--- src/rtl/decPkg.sv ---
package decPkg;
  parameter int unsigned WORD_W = 32;
  parameter int unsigned IDX_W  = 5;
  parameter int unsigned OP_W   = 6;
  localparam int unsigned IMM_W = WORD_W / 2;
  localparam int unsigned SH_W  = $clog2(WORD_W);

  typedef enum logic [3:0] {
    ALU_ADD, ALU_SUB, ALU_AND, ALU_OR, ALU_XOR, ALU_NOR,
    ALU_SLL, ALU_SRL, ALU_SRA, ALU_LUI
  } aluOp_e;

  typedef struct packed {
    aluOp_e aluOp;
    logic   useImm;
    logic   signExt;
    logic   destIsRd;
    logic   illegal;
  } ctrl_t;
endpackage

--- src/rtl/decCtrl.sv ---
module decCtrl
  import decPkg::*;
(
  input  logic [WORD_W-1:0] instr,
  output ctrl_t             ctrl,
  output logic [IDX_W-1:0]  destIdx,
  output logic              regWrEn
);
  logic [OP_W-1:0] opField;
  logic [OP_W-1:0] funcField;

  assign opField   = instr[WORD_W-1 -: OP_W];
  assign funcField = instr[OP_W-1:0];

  always_comb begin
    ctrl = '{aluOp: ALU_ADD, useImm: 1'b0, signExt: 1'b0, destIsRd: 1'b0, illegal: 1'b1};
    case (opField)
      6'h00: begin
        ctrl.destIsRd = 1'b1;
        ctrl.illegal  = 1'b0;
        case (funcField)
          6'h21: ctrl.aluOp = ALU_ADD;
          6'h23: ctrl.aluOp = ALU_SUB;
          6'h25: ctrl.aluOp = ALU_OR;
          6'h26: ctrl.aluOp = ALU_XOR;
          6'h27: ctrl.aluOp = ALU_NOR;
          6'h00: ctrl.aluOp = ALU_SLL;
          6'h02: ctrl.aluOp = ALU_SRL;
          6'h03: ctrl.aluOp = ALU_SRA;
          default: ctrl.illegal = 1'b1;
        endcase
      end
      6'h09: begin ctrl.aluOp = ALU_ADD; ctrl.useImm = 1'b1; ctrl.signExt = 1'b1; ctrl.illegal = 1'b0; end
      6'h0C: begin ctrl.aluOp = ALU_AND; ctrl.useImm = 1'b1; ctrl.illegal = 1'b0; end
      6'h0D: begin ctrl.aluOp = ALU_OR;  ctrl.useImm = 1'b1; ctrl.illegal = 1'b0; end
      6'h0F: begin ctrl.aluOp = ALU_LUI; ctrl.useImm = 1'b1; ctrl.illegal = 1'b0; end
      default: ;
    endcase
  end

  assign destIdx = ctrl.destIsRd ? instr[IMM_W-1 -: IDX_W] : instr[IMM_W+IDX_W-1 -: IDX_W];
  assign regWrEn = !ctrl.illegal && (destIdx != '0);

  always_comb begin
    a_r9_no_zero_write: assert (!(regWrEn && destIdx == '0))
      else $error("R9: write strobe raised for register 0");
    a_r10_illegal_no_write: assert (!(ctrl.illegal && regWrEn))
      else $error("R10: write strobe raised for illegal word");
    a_r1_imm_dest: assert (ctrl.illegal || opField == '0 || destIdx == instr[20:16])
      else $error("R1: immediate form wrote wrong field");
  end
endmodule

--- src/rtl/decDatapath.sv ---
module decDatapath
  import decPkg::*;
(
  input  logic [WORD_W-1:0] instr,
  input  logic [WORD_W-1:0] rsVal,
  input  logic [WORD_W-1:0] rtVal,
  input  ctrl_t             ctrl,
  output logic [WORD_W-1:0] aluResult,
  output logic [WORD_W-1:0] memAddr
);
  logic [IMM_W-1:0]  immField;
  logic [SH_W-1:0]   shamt;
  logic [WORD_W-1:0] immSigned;
  logic [WORD_W-1:0] immExt;
  logic [WORD_W-1:0] opB;

  assign immField  = instr[IMM_W-1:0];
  assign shamt     = instr[OP_W+SH_W-1 -: SH_W];
  assign immSigned = {{(WORD_W-IMM_W){immField[IMM_W-1]}}, immField};
  assign immExt    = ctrl.signExt ? immSigned : {{(WORD_W-IMM_W){1'b0}}, immField};
  assign opB       = ctrl.useImm ? immExt : rtVal;
  assign memAddr   = rsVal + immSigned;

  always_comb begin
    if (ctrl.illegal) begin
      aluResult = '0;
    end else begin
      case (ctrl.aluOp)
        ALU_ADD: aluResult = rsVal + opB;
        ALU_SUB: aluResult = rsVal - opB;
        ALU_AND: aluResult = rsVal & opB;
        ALU_OR:  aluResult = rsVal | opB;
        ALU_XOR: aluResult = rsVal ^ opB;
        ALU_NOR: aluResult = ~(rsVal | opB);
        ALU_SLL: aluResult = rtVal << shamt;
        ALU_SRL: aluResult = rtVal >> shamt;
        ALU_SRA: aluResult = $unsigned($signed(rtVal) >>> shamt);
        ALU_LUI: aluResult = {immField, {(WORD_W-IMM_W){1'b0}}};
        default: aluResult = '0;
      endcase
    end
  end

  always_comb begin
    a_r4_sra_fill: assert (ctrl.illegal || ctrl.aluOp != ALU_SRA || aluResult[WORD_W-1] == rtVal[WORD_W-1])
      else $error("R4: arithmetic shift lost sign");
    a_r7_lui_low: assert (ctrl.illegal || ctrl.aluOp != ALU_LUI || aluResult[IMM_W-1:0] == '0)
      else $error("R7: low half not zero");
    a_r6_and_upper: assert (ctrl.illegal || ctrl.aluOp != ALU_AND || aluResult[WORD_W-1:IMM_W] == '0)
      else $error("R6: zero-extended AND has upper bits");
    a_r10_illegal_zero: assert (!ctrl.illegal || aluResult == '0)
      else $error("R10: illegal word produced a result");
  end
endmodule

--- src/rtl/instrDecodeAlu.sv ---
module instrDecodeAlu
  import decPkg::*;
(
  input  logic [31:0] instr,
  input  logic [31:0] rsVal,
  input  logic [31:0] rtVal,
  output logic [31:0] aluResult,
  output logic [4:0]  destIdx,
  output logic        regWrEn,
  output logic [31:0] memAddr,
  output logic        illegal
);
  ctrl_t ctrl;

  decCtrl uCtrl (
    .instr   (instr),
    .ctrl    (ctrl),
    .destIdx (destIdx),
    .regWrEn (regWrEn)
  );

  decDatapath uPath (
    .instr     (instr),
    .rsVal     (rsVal),
    .rtVal     (rtVal),
    .ctrl      (ctrl),
    .aluResult (aluResult),
    .memAddr   (memAddr)
  );

  assign illegal = ctrl.illegal;
endmodule

--- config.mk ---
export PLATFORM = sky130hd
export DESIGN_NAME = instrDecodeAlu
export DESIGN_NICKNAME = d
export VERILOG_FILES = /design/src/rtl/decPkg.sv /design/src/rtl/decCtrl.sv /design/src/rtl/decDatapath.sv /design/src/rtl/instrDecodeAlu.sv
export SDC_FILE = /design/constraint.sdc
export NUM_CORES = 1
export LEC_CHECK = 0
export BUFFER_PORTS_ARGS = -buffer_cell sky130_fd_sc_hd__buf_2
export CORE_ASPECT_RATIO = 1.25
export CORE_MARGIN = 1.5
export CORE_UTILIZATION = 61
export DETAILED_ROUTE_END_ITERATION = 8
export PLACE_DENSITY = 0.85
export SLEW_MARGIN = 20
export SYNTH_ARGS = -nofsm -noshare
export SYNTH_HDL_FRONTEND = slang
export SYNTH_SLANG_ARGS = --single-unit
--- constraint.sdc ---
create_clock -name vclk -period 8.6
set_input_delay 1.72 -clock vclk [all_inputs]
set_output_delay 1.72 -clock vclk [all_outputs]
set_load 0.005 [all_outputs]
Word level (Yosys, flattened, before mapping)
Index checks and enable logic that the tools add are counted.
{"block": "totals", "in_bits": 96, "ff_bits": 0, "wordCells": 50, "out_inout_bits": 71}
{"block": "op_classes", "n_bitwise": 4, "mux": 12, "reduce_logical": 8, "n_shift": 3, "n_addsub": 3, "eq_ne": 20}
{"cell": "$pmux 32 s10", "count": 1}
{"cell": "$mux 32", "count": 3}
{"cell": "$add 32x32->32", "count": 2}
{"cell": "$and 32x32->32", "count": 1}
{"cell": "$not 32->32", "count": 1}
{"cell": "$or 32x32->32", "count": 1}
{"cell": "$shl 32x5->32", "count": 1}
{"cell": "$shr 32x5->32", "count": 1}
{"cell": "$sshr 32x5->32", "count": 1}
{"cell": "$sub 32x32->32", "count": 1}
{"cell": "$xor 32x32->32", "count": 1}
{"cell": "$eq 6x6->1 const B", "count": 5}
{"cell": "$pmux 4 s7", "count": 1}
{"cell": "$eq 6x4->1 const B", "count": 4}
{"cell": "$eq 4x3->1 const B", "count": 4}
{"cell": "$pmux 4 s4", "count": 1}
{"cell": "$eq 6x2->1 const B", "count": 2}
{"cell": "$logic_not 6->1", "count": 2}
{"cell": "$eq 4x2->1 const B", "count": 2}
{"cell": "$eq 4x4->1 const B", "count": 2}
{"cell": "$reduce_or 8->1", "count": 1}
{"cell": "$mux 5", "count": 1}
{"cell": "$reduce_bool 5->1", "count": 1}
{"cell": "$eq 4x1->1 const B", "count": 1}
{"cell": "6 further kinds", "count": 9}

Longest topological paths before layout
Gate-level depths: netlist (run 1).
{"block": "depth", "depth_word": 8, "depth_mapped": 24, "ltp_nobuf": 22}

Cells and area by module
From an unflattened synthesis (run 1), not the netlist that was laid out.
{"block": "unflattened", "hier_cells": 1514, "area_unflattened_um2": 10834.1}
{"module": "decDatapath", "n_inst": 1, "cells_each": 1471, "area_each_um2": 10513.8, "seq_area_each_um2": 0.0}
{"module": "decCtrl", "n_inst": 1, "cells_each": 43, "area_each_um2": 320.3, "seq_area_each_um2": 0.0}

Worst setup path after synthesis (run 1)
No wires, ideal clock.
{"block": "synth_timing", "path_type": "input-to-output", "startpoint": "in instr[27]", "endpoint": "out aluResult[31]", "required_ps": 6880, "setup_slack_ps": 689, "cell_stages": 21, "arrival_ps": 6191, "n_path_buf": 2, "cell_sequence": "inv_1 > maj3_1 > nand2_2 > clkbuf_1 > buf_2 > nor2_1 > a21oi_1 > ha_1 > o2111ai_1 > nor3b_2 > a31oi_1 > xnor2_1 > ha_1 > a21oi_1 > o211ai_1 > or4_1 > o22ai_2 > o311a_4 > o32ai_2 > o41a_1 > o31ai_1"}
{"block": "synth_via", "elab_chain_cells": 8}
{"item": "from (decl)", "line_no": "instrDecodeAlu.sv:4", "rtl": "input logic [31:0] instr,"}
{"item": "parallel branches: the longest is 7 deep, another holds $sub 32x32->32"}
{"item": "$mux 32 (*)", "line_no": "decDatapath.sv:25", "rtl": "if (ctrl.illegal) begin"}
{"item": "to (decl)", "line_no": "instrDecodeAlu.sv:7", "rtl": "output logic [31:0] aluResult,"}
Mark *: on every way between the ends.

Worst setup path after layout (run 1)
Same ends and word-level chain as after synthesis.

==> results of run 1 <==
-- power by group --
part	leakage [nW]	switching [mW]	internal, mW
sequential	0	0	0
combinational	5.31	0.466	0.313
clock	0	0	0
total	5.31	0.466	0.313
-- synth_stat cells (8+ instances only) --
| master | count |
|---|---|
| sky130_fd_sc_hd__o21ai_0 | 138 |
| sky130_fd_sc_hd__ha_1 | 127 |
| sky130_fd_sc_hd__a22o_1 | 13 |
| sky130_fd_sc_hd__nor3_1 | 32 |
| sky130_fd_sc_hd__a221oi_1 | 18 |
| sky130_fd_sc_hd__a31oi_1 | 33 |
| sky130_fd_sc_hd__nand2_1 | 155 |
| sky130_fd_sc_hd__a21o_1 | 19 |
| sky130_fd_sc_hd__or3_1 | 9 |
| sky130_fd_sc_hd__nor2b_1 | 8 |
| sky130_fd_sc_hd__a21oi_1 | 122 |
| sky130_fd_sc_hd__nand2b_1 | 27 |
| sky130_fd_sc_hd__buf_1 | 8 |
| sky130_fd_sc_hd__xnor2_1 | 59 |
| sky130_fd_sc_hd__mux2i_1 | 70 |
| sky130_fd_sc_hd__inv_1 | 89 |
| sky130_fd_sc_hd__o31ai_1 | 17 |
| sky130_fd_sc_hd__o211ai_1 | 28 |
| sky130_fd_sc_hd__clkbuf_1 | 53 |
| sky130_fd_sc_hd__a2111oi_0 | 9 |
| sky130_fd_sc_hd__and2_1 | 12 |
| sky130_fd_sc_hd__a22oi_1 | 8 |
| sky130_fd_sc_hd__buf_2 | 35 |
| sky130_fd_sc_hd__nor4_1 | 8 |
| sky130_fd_sc_hd__a211oi_1 | 25 |
| sky130_fd_sc_hd__nand3_1 | 26 |
| sky130_fd_sc_hd__o21a_1 | 16 |
| sky130_fd_sc_hd__and3_1 | 8 |
| sky130_fd_sc_hd__xor2_1 | 18 |
| sky130_fd_sc_hd__nor2_1 | 157 |
| sky130_fd_sc_hd__mux4_2 | 40 |
| sky130_fd_sc_hd__mux2_2 | 13 |
| sky130_fd_sc_hd__o22ai_1 | 17 |
-- metal layers --
layer  track usage, %  part of all wire [%]  up-vias
li1                 -                     -     5940
met2            73.72                    43     1036
met5                0                 0.029        -
met3            10.23                    13      214
met4            26.24                   6.6        2
met1            61.62                    38     6118
-- final cells by class --
type               instances  area (sq um)
repair buffers           211          1181
inverters                 93         349.1
fillers                 1535          5299
well taps                220         275.3
multi-input cells       1339          9806
-- stage by stage --
step	setup WS (ns)	hold slack, ns	util, %	cell area (sq um)	power (mW)
2_1_floorplan	0.6888	3.536	-	10570	0.5120
3_3_place_gp	0.5026	3.726	68.66	11610	0.7301
3_5_place_dp	0.5190	3.733	68.66	11610	0.7453
4_1_cts	0.5024	3.734	68.66	11610	0.7503
5_1_grt	0.1109	3.750	68.66	11610	0.8376
6_report	0.4030	3.733	68.66	11610	0.7793
-- cells by family after synthesis --
kind of cell	synth area share, %
buffers and inverters	7.589
xor gates and xnor gates	6.382
muxes	16.54
and+or+nand+nor	21.32
AOI/OAI and AO/OA	32.55
adders and majority gates	15.62
-- tightest hold or removal path, delay by kind of cell --
kind / cells / cell delay (ns)
buffers and inverters: 2 / 0.18
AND/OR/NAND/NOR: 2 / 0.11
-- worst max-delay path by stage --
stage	from	end	slack, ns	cells after the start
floorplan	instr[27]	aluResult[31]	0.69	21
global placement	instr[26]	aluResult[31]	0.50	22
detailed placement	instr[27]	aluResult[31]	0.52	23
CTS	instr[27]	aluResult[31]	0.50	23
global route	instr[26]	aluResult[15]	0.11	18
finish	instr[27]	aluResult[31]	0.40	23
==> impl_metrics.prom, run 1 <==
# TYPE chip_impl_metric gauge
chip_impl_metric{name="grt_pass1_vias",unit=""} 12040
chip_impl_metric{name="worst_path_largest_cell_delay",unit="ns"} 0.55
chip_impl_metric{name="maxSlewViolCount",unit=""} 0
chip_impl_metric{name="synth_top_area_share",unit="%"} 15.04
chip_impl_metric{name="total_iterations_of_the_first_detailed_routing_run",unit=""} 6
chip_impl_info{name="path_cells",value="buf_2 > inv_1 > maj3_1 > nand2_2 > buf_4 > nand2_1 > nand2_1 > inv_1 > ha_1 > o2111ai_1 > nor3b_2 > a31oi_1 > xnor2_1 > ha_1 > a21oi_1 > o211ai_1 > or4_1 > o22ai_2 > o311a_4 > o32ai_2 > o41a_1 > o31ai_1 > buf_2"} 1
chip_impl_info{name="yosysTopAreaCell",value="sky130_fd_sc_hd__ha_1"} 1
chip_impl_metric{name="maximum_number_of_pins_on_one_net_before_global_route_repair",unit=""} 78
chip_impl_metric{name="design.seq.count",unit=""} 0
chip_impl_metric{name="die_width",unit="um"} 120.7
chip_impl_metric{name="drt_iter0_markers",unit=""} 2012
chip_impl_metric{name="top_level_ports",unit=""} 167
chip_impl_metric{name="cts_hold_buffers",unit=""} 0
chip_impl_metric{name="die-area",unit="sq mm"} 0.01813
chip_impl_info{name="cp-end-kind",value="output pin"} 1
chip_impl_metric{name="post-route-min-period",unit="ns"} 8.197
chip_impl_metric{name="regArea",unit="sq um"} 0
chip_impl_metric{name="hold_viol",unit=""} 0
chip_impl_metric{name="timing.hold.worst_path_depth",unit=""} 4
chip_impl_info{name="status",value="finished clean"} 1
chip_impl_metric{name="floorplan.initialDensity",unit="%"} 62.49
chip_impl_metric{name="syn-instance-count",unit=""} 1534
chip_impl_metric{name="slew_headroom",unit="%"} 34.18
chip_impl_metric{name="drive_above_1_share",unit="%"} 18.26
chip_impl_metric{name="cellPowerDensity",unit="mW/mm^2"} 67.12
chip_impl_metric{name="cts_setup_buffers",unit=""} 0
chip_impl_info{name="layout_common_cells",value="sky130_fd_sc_hd__buf_2, sky130_fd_sc_hd__nor2_1, sky130_fd_sc_hd__nand2_1"} 1
chip_impl_metric{name="final_nets",unit=""} 1870
chip_impl_metric{name="nClkBuffers",unit=""} 0
chip_impl_metric{name="max_clock_freq",unit="GHz"} 0.1220
chip_impl_metric{name="required",unit="ns"} 6.88
chip_impl_metric{name="total_standard_cell_area_after_synthesis",unit="sq mm"} 0.01057
chip_impl_metric{name="die_height",unit="um"} 150.2
chip_impl_metric{name="number_of_max_cap_violations",unit=""} 0
chip_impl_metric{name="grt-ovfl-total",unit=""} 0
chip_impl_metric{name="design.core.area",unit="sq mm"} 0.01691
chip_impl_metric{name="grt.total_usage",unit="%"} 47.67
chip_impl_metric{name="layout-area-overhead-vs-synth",unit="%"} 9.874
chip_impl_info{name="crit_family",value="compound AO/OA/AOI/OAI gates"} 1
chip_impl_metric{name="remaining_drc_errors",unit=""} 0
chip_impl_info{name="mostFrequentLayoutCell",value="sky130_fd_sc_hd__buf_2"} 1
chip_impl_metric{name="detail_route.wl_per_cell",unit="um"} 23.92
chip_impl_metric{name="finalSetupViolations",unit=""} 0
chip_impl_info{name="cpMaxStageDelayCell",value="sky130_fd_sc_hd__or4_1"} 1
chip_impl_metric{name="fin_cells",unit=""} 1863
chip_impl_metric{name="fin_tns_setup",unit="ns"} 0
chip_impl_metric{name="postRouteWirelength",unit="um"} 44560
chip_impl_info{name="hold_end",value="destIdx[0]"} 1
chip_impl_info{name="worstSetupPathType",value="in -> out"} 1
chip_impl_info{name="rsz0062_at_grt",value="false"} 1
chip_impl_info{name="hp-start",value="instr[16]"} 1
chip_impl_metric{name="worst_pin_slew",unit="ns"} 0.9798
chip_impl_metric{name="timing.critical_path.fanout_max",unit=""} 8
chip_impl_metric{name="antenna_found_initial",unit=""} 1
chip_impl_metric{name="gp_congestion",unit=""} 1.067
chip_impl_metric{name="std_cell_rows",unit=""} 53
chip_impl_metric{name="final_antenna_diode_count",unit=""} 0
chip_impl_metric{name="worst-path-buf-inv",unit=""} 5
chip_impl_metric{name="yosys_warnings",unit=""} 0
chip_impl_metric{name="seq_area_frac_synth",unit="%"} 0
chip_impl_metric{name="peak_ir_drop_on_the_vdd_network",unit="mV"} 0.04990
chip_impl_metric{name="syn-mean-instance-area",unit="sq um"} 6.889
chip_impl_info{name="post_synth_main_area_contributors",value="sky130_fd_sc_hd__ha_1, sky130_fd_sc_hd__mux4_2, sky130_fd_sc_hd__mux2i_1"} 1
chip_impl_metric{name="placed_cells",unit=""} 1863
chip_impl_metric{name="cellLeakagePower",unit="nW"} 5.313
chip_impl_info{name="hold_class",value="in -> out"} 1
chip_impl_metric{name="routed_via_density",unit=""} 7.144
chip_impl_metric{name="wire_length_of_the_first_global_routing_pass",unit="um"} 67390
chip_impl_info{name="worst_setup_path_start_kind",value="primary input"} 1
chip_impl_metric{name="dp.final_hpwl",unit="um"} 34780
chip_impl_metric{name="synth_nets",unit=""} 1759
chip_impl_metric{name="final_min_period_over_clock_period",unit="%"} 95.31
chip_impl_metric{name="detail-route-antenna-nets",unit=""} 0
chip_impl_metric{name="place.port_buffers",unit=""} 162
chip_impl_metric{name="total_via_count_in_the_routed_design",unit=""} 13310
chip_impl_metric{name="postCtsResizedCells",unit=""} 0
chip_impl_metric{name="synthDistinctLibCells",unit=""} 86
chip_impl_metric{name="cp_data_arrival_time",unit="ns"} 6.48
No activity file was read; power rests on OpenSTA's default activity.
==> inputs of run 2 (changes only) <==
--- a/config.mk
+++ b/config.mk
@@ -5,7 +5,7 @@
 export SDC_FILE = /design/constraint.sdc
 export NUM_CORES = 1
 export LEC_CHECK = 0
-export BUFFER_PORTS_ARGS = -buffer_cell sky130_fd_sc_hd__buf_2
+export BUFFER_PORTS_ARGS = -buffer_cell sky130_fd_sc_hd__buf_4
 export CORE_ASPECT_RATIO = 1.25
 export CORE_MARGIN = 1.5
 export CORE_UTILIZATION = 61
==> impl_metrics.prom, run 2 (synthesis results as in run 1) <==
# TYPE chip_impl_metric gauge
chip_impl_metric{name="antenna_found_initial",unit=""} 2
chip_impl_info{name="layout_common_cells",value="sky130_fd_sc_hd__buf_4, sky130_fd_sc_hd__nor2_1, sky130_fd_sc_hd__nand2_1"} 1
chip_impl_info{name="hold_end",value="destIdx[1]"} 1
chip_impl_info{name="hold_class",value="in -> out"} 1
chip_impl_metric{name="cts_hold_buffers",unit=""} 0
chip_impl_metric{name="gp_congestion",unit=""} 1.040
chip_impl_metric{name="final_min_period_over_clock_period",unit="%"} 96.11
chip_impl_metric{name="detail_route.wl_per_cell",unit="um"} 24.18
chip_impl_metric{name="fillers",unit=""} 1493
chip_impl_metric{name="remaining_drc_errors",unit=""} 0
chip_impl_metric{name="finalSetupViolations",unit=""} 0
chip_impl_metric{name="number_of_max_cap_violations",unit=""} 0
chip_impl_metric{name="top_level_ports",unit=""} 167
chip_impl_metric{name="grt.total_usage",unit="%"} 47.71
chip_impl_info{name="mostFrequentLayoutCell",value="sky130_fd_sc_hd__buf_4"} 1
chip_impl_metric{name="required",unit="ns"} 6.88
chip_impl_metric{name="timing.critical_path.fanout_max",unit=""} 7
chip_impl_metric{name="hold_viol",unit=""} 0
chip_impl_metric{name="wire_length_of_the_first_global_routing_pass",unit="um"} 67500
chip_impl_metric{name="final_area",unit="sq mm"} 0.01196
chip_impl_info{name="rsz0062_at_grt",value="false"} 1
chip_impl_metric{name="die_height",unit="um"} 150.2
chip_impl_metric{name="placed_cells",unit=""} 1852
chip_impl_metric{name="maxSlewViolCount",unit=""} 0
chip_impl_info{name="worst_setup_path_start_kind",value="primary input"} 1
chip_impl_metric{name="floorplan.initialDensity",unit="%"} 62.49
chip_impl_metric{name="fin_cells",unit=""} 1855
chip_impl_metric{name="fin_tns_setup",unit="ns"} 0
chip_impl_metric{name="std_cell_rows",unit=""} 53
chip_impl_metric{name="maximum_number_of_pins_on_one_net_before_global_route_repair",unit=""} 81
chip_impl_metric{name="design.core.area",unit="sq mm"} 0.01691
chip_impl_metric{name="worst_path_largest_cell_delay",unit="ns"} 0.55
chip_impl_metric{name="slew_headroom",unit="%"} 17.92
chip_impl_metric{name="dp.final_hpwl",unit="um"} 34490
chip_impl_metric{name="post-route-min-period",unit="ns"} 8.266
chip_impl_info{name="startpoint",value="instr[26]"} 1
chip_impl_info{name="cp-end-kind",value="output pin"} 1
chip_impl_metric{name="dpl-instance-area",unit="sq mm"} 0.01193
chip_impl_info{name="status",value="finished clean"} 1
chip_impl_metric{name="multiInputGateArea",unit="sq mm"} 0.009818
chip_impl_metric{name="total_iterations_of_the_first_detailed_routing_run",unit=""} 9
chip_impl_info{name="path_cells",value="buf_4 > nor4_2 > nand3_2 > a21o_1 > nand2_1 > and2_1 > nor2_1 > xnor2_1 > ha_1 > a211oi_1 > nor2_1 > o211ai_1 > a2111oi_2 > nor3_1 > a31oi_1 > a31oi_1 > or4b_1 > nand3_1 > buf_4"} 1
chip_impl_metric{name="timing.hold.worst_path_depth",unit=""} 4
chip_impl_info{name="cpMaxStageDelayCell",value="sky130_fd_sc_hd__a2111oi_2"} 1
chip_impl_metric{name="max_clock_freq",unit="GHz"} 0.1210
chip_impl_metric{name="total_via_count_in_the_routed_design",unit=""} 13170
chip_impl_metric{name="detail-route-antenna-nets",unit=""} 0
chip_impl_metric{name="worst_pin_slew",unit="ns"} 1.218
chip_impl_metric{name="routed_via_density",unit=""} 7.102
chip_impl_metric{name="cp_data_arrival_time",unit="ns"} 6.55
chip_impl_metric{name="nClkBuffers",unit=""} 0
chip_impl_metric{name="drive_above_1_share",unit="%"} 17.76
chip_impl_metric{name="grt_pass1_vias",unit=""} 12220
chip_impl_metric{name="postRouteWirelength",unit="um"} 44850
chip_impl_metric{name="die_width",unit="um"} 120.7
chip_impl_metric{name="grt-ovfl-total",unit=""} 0
chip_impl_metric{name="die-area",unit="sq mm"} 0.01813
chip_impl_metric{name="layout-area-overhead-vs-synth",unit="%"} 13.14
chip_impl_info{name="worstSetupPathType",value="in -> out"} 1
chip_impl_info{name="hp-start",value="instr[17]"} 1
chip_impl_metric{name="design.seq.count",unit=""} 0
chip_impl_metric{name="drt_iter0_markers",unit=""} 1945
chip_impl_metric{name="final_nets",unit=""} 1860
chip_impl_metric{name="regArea",unit="sq um"} 0
chip_impl_metric{name="place.port_buffers",unit=""} 162
run 2: cell types whose count changed in the layout (fill, tap and decap cells not counted):
| cell | delta |
|---|---|
| sky130_fd_sc_hd__buf_2 | -161 |
| sky130_fd_sc_hd__buf_4 | +151 |
| sky130_fd_sc_hd__diode_2 | +2 |
| sky130_fd_sc_hd__a2111oi_0 | -1 |
| sky130_fd_sc_hd__a2111oi_1 | +1 |
| sky130_fd_sc_hd__nand2_2 | -1 |
| sky130_fd_sc_hd__nand2_4 | +1 |
| sky130_fd_sc_hd__nor3_2 | -1 |
| sky130_fd_sc_hd__nor3_4 | +1 |
| sky130_fd_sc_hd__o311ai_0 | +1 |
| sky130_fd_sc_hd__o311ai_1 | -1 |
run 2: layout make-up:
cell class	instances	share of cell area (%)
multi-input combinational	1339	82.12
timing repair buffer	201	12.62
inverter	93	2.920
tap	220	2.302
antenna	2	0.04186
run 2: how the worst max path moves through the flow:
stage / end / cells after the start / slack [ns]
finish: aluResult[28] / 19 / 0.33
global route: aluResult[31] / 22 / 0.04
CTS: aluResult[17] / 16 / 0.36
detailed placement: aluResult[17] / 16 / 0.37
global placement: aluResult[17] / 16 / 0.43
floorplan: aluResult[31] / 21 / 0.69
run 2: critical path: cells and delay by family:
kind,cells,cell delay (ns)
buffers and inverters,2,0.26
AO/OA/AOI/OAI,6,1.61
XOR/XNOR,1,0.14
adder cells (fa/ha/maj),1,0.36
AND/OR/NAND/NOR,9,2.45
run 2: per-stage QoR:
stage / hold WS [ns] / setup WS [ns] / utilization (%)
2_1_floorplan: 3.536 / 0.6888 / -
3_3_place_gp: 3.731 / 0.4340 / 70.56
3_5_place_dp: 3.732 / 0.3666 / 70.56
4_1_cts: 3.733 / 0.3558 / 70.56
5_1_grt: 3.748 / 0.03990 / 70.68
6_report: 3.731 / 0.3345 / 70.71
run 2: repair_timing:
action | in CTS | in global routing
setup buffers | 0 | 1
endpoints found under the setup margin | 0 | 2
gates resized for setup | 0 | 3
run 2: per-layer routing:
metal	vias up	global-route usage, %	wire length, um
met1	6023	59.39	16440
met4	0	28.71	3272
met2	978	73.78	19260
li1	5921	-	-
met3	252	12.42	5875
met5	-	0	0
==> inputs of run 3 (changes only) <==
--- a/config.mk
+++ b/config.mk
@@ -6,11 +6,11 @@
 export NUM_CORES = 1
 export LEC_CHECK = 0
 export BUFFER_PORTS_ARGS = -buffer_cell sky130_fd_sc_hd__buf_4
-export CORE_ASPECT_RATIO = 1.25
+export CORE_ASPECT_RATIO = 1.5
 export CORE_MARGIN = 1.5
 export CORE_UTILIZATION = 61
 export DETAILED_ROUTE_END_ITERATION = 8
-export PLACE_DENSITY = 0.85
+export PLACE_DENSITY_LB_ADDON = 0.05
 export SLEW_MARGIN = 20
 export SYNTH_ARGS = -nofsm -noshare
 export SYNTH_HDL_FRONTEND = slang
==> impl_metrics.prom, run 3 (synthesis results as in run 1) <==
# TYPE chip_impl_metric gauge
chip_impl_info{name="hp-start",value="instr[19]"} 1
chip_impl_metric{name="slew_headroom",unit="%"} 6.625
chip_impl_metric{name="cts_setup_buffers",unit=""} 0
chip_impl_metric{name="design.seq.count",unit=""} 0
chip_impl_metric{name="maximum_number_of_pins_on_one_net_before_global_route_repair",unit=""} 76
chip_impl_info{name="layout_common_cells",value="sky130_fd_sc_hd__buf_4, sky130_fd_sc_hd__nor2_1, sky130_fd_sc_hd__nand2_1"} 1
chip_impl_metric{name="finalSetupViolations",unit=""} 0
chip_impl_metric{name="drt_iter0_markers",unit=""} 2045
chip_impl_metric{name="number_of_max_cap_violations",unit=""} 0
chip_impl_metric{name="drive_above_1_share",unit="%"} 17.87
chip_impl_metric{name="max_clock_freq",unit="GHz"} 0.1195
chip_impl_metric{name="cellPowerDensity",unit="mW/mm^2"} 67.79
chip_impl_info{name="rsz0062_at_grt",value="false"} 1
chip_impl_metric{name="remaining_drc_errors",unit=""} 0
chip_impl_metric{name="hold_viol",unit=""} 0
chip_impl_metric{name="gp_congestion",unit=""} 1.015
chip_impl_metric{name="timing.hold.worst_path_depth",unit=""} 4
chip_impl_metric{name="post-route-min-period",unit="ns"} 8.368
chip_impl_metric{name="grt_pass1_vias",unit=""} 12190
chip_impl_metric{name="design.core.area",unit="sq mm"} 0.01684
chip_impl_info{name="status",value="finished clean"} 1
chip_impl_metric{name="final_nets",unit=""} 1861
chip_impl_metric{name="final_antenna_diode_count",unit=""} 0
chip_impl_metric{name="worst_pin_slew",unit="ns"} 1.386
chip_impl_metric{name="floorplan.initialDensity",unit="%"} 62.77
chip_impl_metric{name="cp_data_arrival_time",unit="ns"} 6.65
chip_impl_metric{name="finalHoldWorstSlack",unit="ns"} 3.730
chip_impl_metric{name="dp.final_hpwl",unit="um"} 34490
chip_impl_metric{name="place.port_buffers",unit=""} 162
chip_impl_metric{name="postCtsResizedCells",unit=""} 0
chip_impl_metric{name="total_via_count_in_the_routed_design",unit=""} 13330
chip_impl_metric{name="fin_tns_setup",unit="ns"} 0
chip_impl_metric{name="grt.total_usage",unit="%"} 46.38
chip_impl_metric{name="top_level_ports",unit=""} 167
chip_impl_metric{name="fin_ws",unit="ns"} 0.2315
chip_impl_metric{name="die_height",unit="um"} 164.2
chip_impl_metric{name="std_cell_rows",unit=""} 58
chip_impl_metric{name="fin_util",unit="%"} 70.91
chip_impl_metric{name="detail_route.wl_per_cell",unit="um"} 24.16
chip_impl_metric{name="layout-area-overhead-vs-synth",unit="%"} 12.96
chip_impl_info{name="mostFrequentLayoutCell",value="sky130_fd_sc_hd__buf_4"} 1
chip_impl_info{name="hold_end",value="destIdx[3]"} 1
chip_impl_metric{name="timing.critical_path.fanout_max",unit=""} 16
chip_impl_metric{name="nClkBuffers",unit=""} 0
chip_impl_metric{name="cellLeakagePower",unit="nW"} 5.380
chip_impl_metric{name="grt-ovfl-total",unit=""} 0
chip_impl_metric{name="peak_ir_drop_on_the_vdd_network",unit="mV"} 0.07231
chip_impl_metric{name="detail-route-antenna-nets",unit=""} 0
chip_impl_metric{name="required",unit="ns"} 6.88
chip_impl_info{name="worstSetupPathType",value="in -> out"} 1
chip_impl_metric{name="total_iterations_of_the_first_detailed_routing_run",unit=""} 6
chip_impl_metric{name="fin_total_pwr",unit="mW"} 0.8093
chip_impl_metric{name="final_min_period_over_clock_period",unit="%"} 97.31
chip_impl_info{name="hold_class",value="in -> out"} 1
chip_impl_info{name="cp-end-kind",value="output pin"} 1
chip_impl_metric{name="regArea",unit="sq um"} 0
chip_impl_metric{name="postRouteWirelength",unit="um"} 44560
chip_impl_metric{name="antenna_found_initial",unit=""} 2
chip_impl_metric{name="cts_hold_buffers",unit=""} 0
chip_impl_metric{name="die-area",unit="sq mm"} 0.01814
chip_impl_metric{name="pre_cts_slack",unit="ns"} 0.3247
chip_impl_info{name="worst_setup_path_start_kind",value="primary input"} 1
chip_impl_metric{name="routed_via_density",unit=""} 7.230
chip_impl_metric{name="wire_length_of_the_first_global_routing_pass",unit="um"} 66780
chip_impl_metric{name="maxSlewViolCount",unit=""} 0
chip_impl_metric{name="die_width",unit="um"} 110.5
==> run 3: metrics by stage <==
stage	std cells	area (sq um)
2_1_floorplan	1534	10570
3_3_place_gp	1844	11930
3_5_place_dp	1844	11930
4_1_cts	1844	11930
5_1_grt	1844	11940
6_report	1844	11940
==> run 3: routing by layer <==
layer | share of wire (%) | wire, um | vias up | track usage [%]
met4 | 8.1 | 3594 | 2 | 32.34
met1 | 35 | 15470 | 6109 | 55.05
li1 | - | - | 5937 | -
met3 | 12 | 5476 | 253 | 8.930
met5 | 0.029 | 13 | - | 0
met2 | 45 | 20000 | 1031 | 75.53
==> run 3: area by class of cell <==
type	count	area [sq um]
Tap cell	210	262.8
Multi-Input combinational cell	1339	9809
Timing Repair Buffer	202	1516
Fill cell	1487	4898
Inverter	93	349.1
==> run 3: worst max-delay path by stage <==
stage	slack [ns]	startpoint	endpoint	depth (start not counted)
5_1_grt	0.04	instr[27]	aluResult[17]	18
2_1_floorplan	0.69	instr[27]	aluResult[31]	21
4_1_cts	0.30	instr[27]	aluResult[31]	22
3_5_place_dp	0.32	instr[27]	aluResult[31]	22
3_3_place_gp	0.34	instr[27]	aluResult[31]	22
6_report	0.23	instr[27]	aluResult[17]	18
==> run 3: critical path, cell delays in order <==
cell and delay, ns:
sky130_fd_sc_hd__buf_4 0.13, sky130_fd_sc_hd__inv_1 0.08, sky130_fd_sc_hd__maj3_1 0.45, sky130_fd_sc_hd__nand2_2 0.26, sky130_fd_sc_hd__buf_4 0.29, sky130_fd_sc_hd__mux2i_1 0.37
sky130_fd_sc_hd__inv_1 0.11, sky130_fd_sc_hd__o21ai_0 0.27, sky130_fd_sc_hd__xnor2_1 0.16, sky130_fd_sc_hd__ha_1 0.31, sky130_fd_sc_hd__a2111oi_0 0.58, sky130_fd_sc_hd__a21oi_1 0.26
sky130_fd_sc_hd__or4_1 0.62, sky130_fd_sc_hd__a211oi_1 0.30, sky130_fd_sc_hd__xnor2_1 0.15, sky130_fd_sc_hd__nand2_1 0.09, sky130_fd_sc_hd__a31oi_1 0.31, sky130_fd_sc_hd__buf_4 0.17
==> run 3: power breakdown <==
part	switching, mW	total (mW)	internal, mW
combinational	0.466	0.809	0.343
clock	0	0	0
sequential	0	0	0
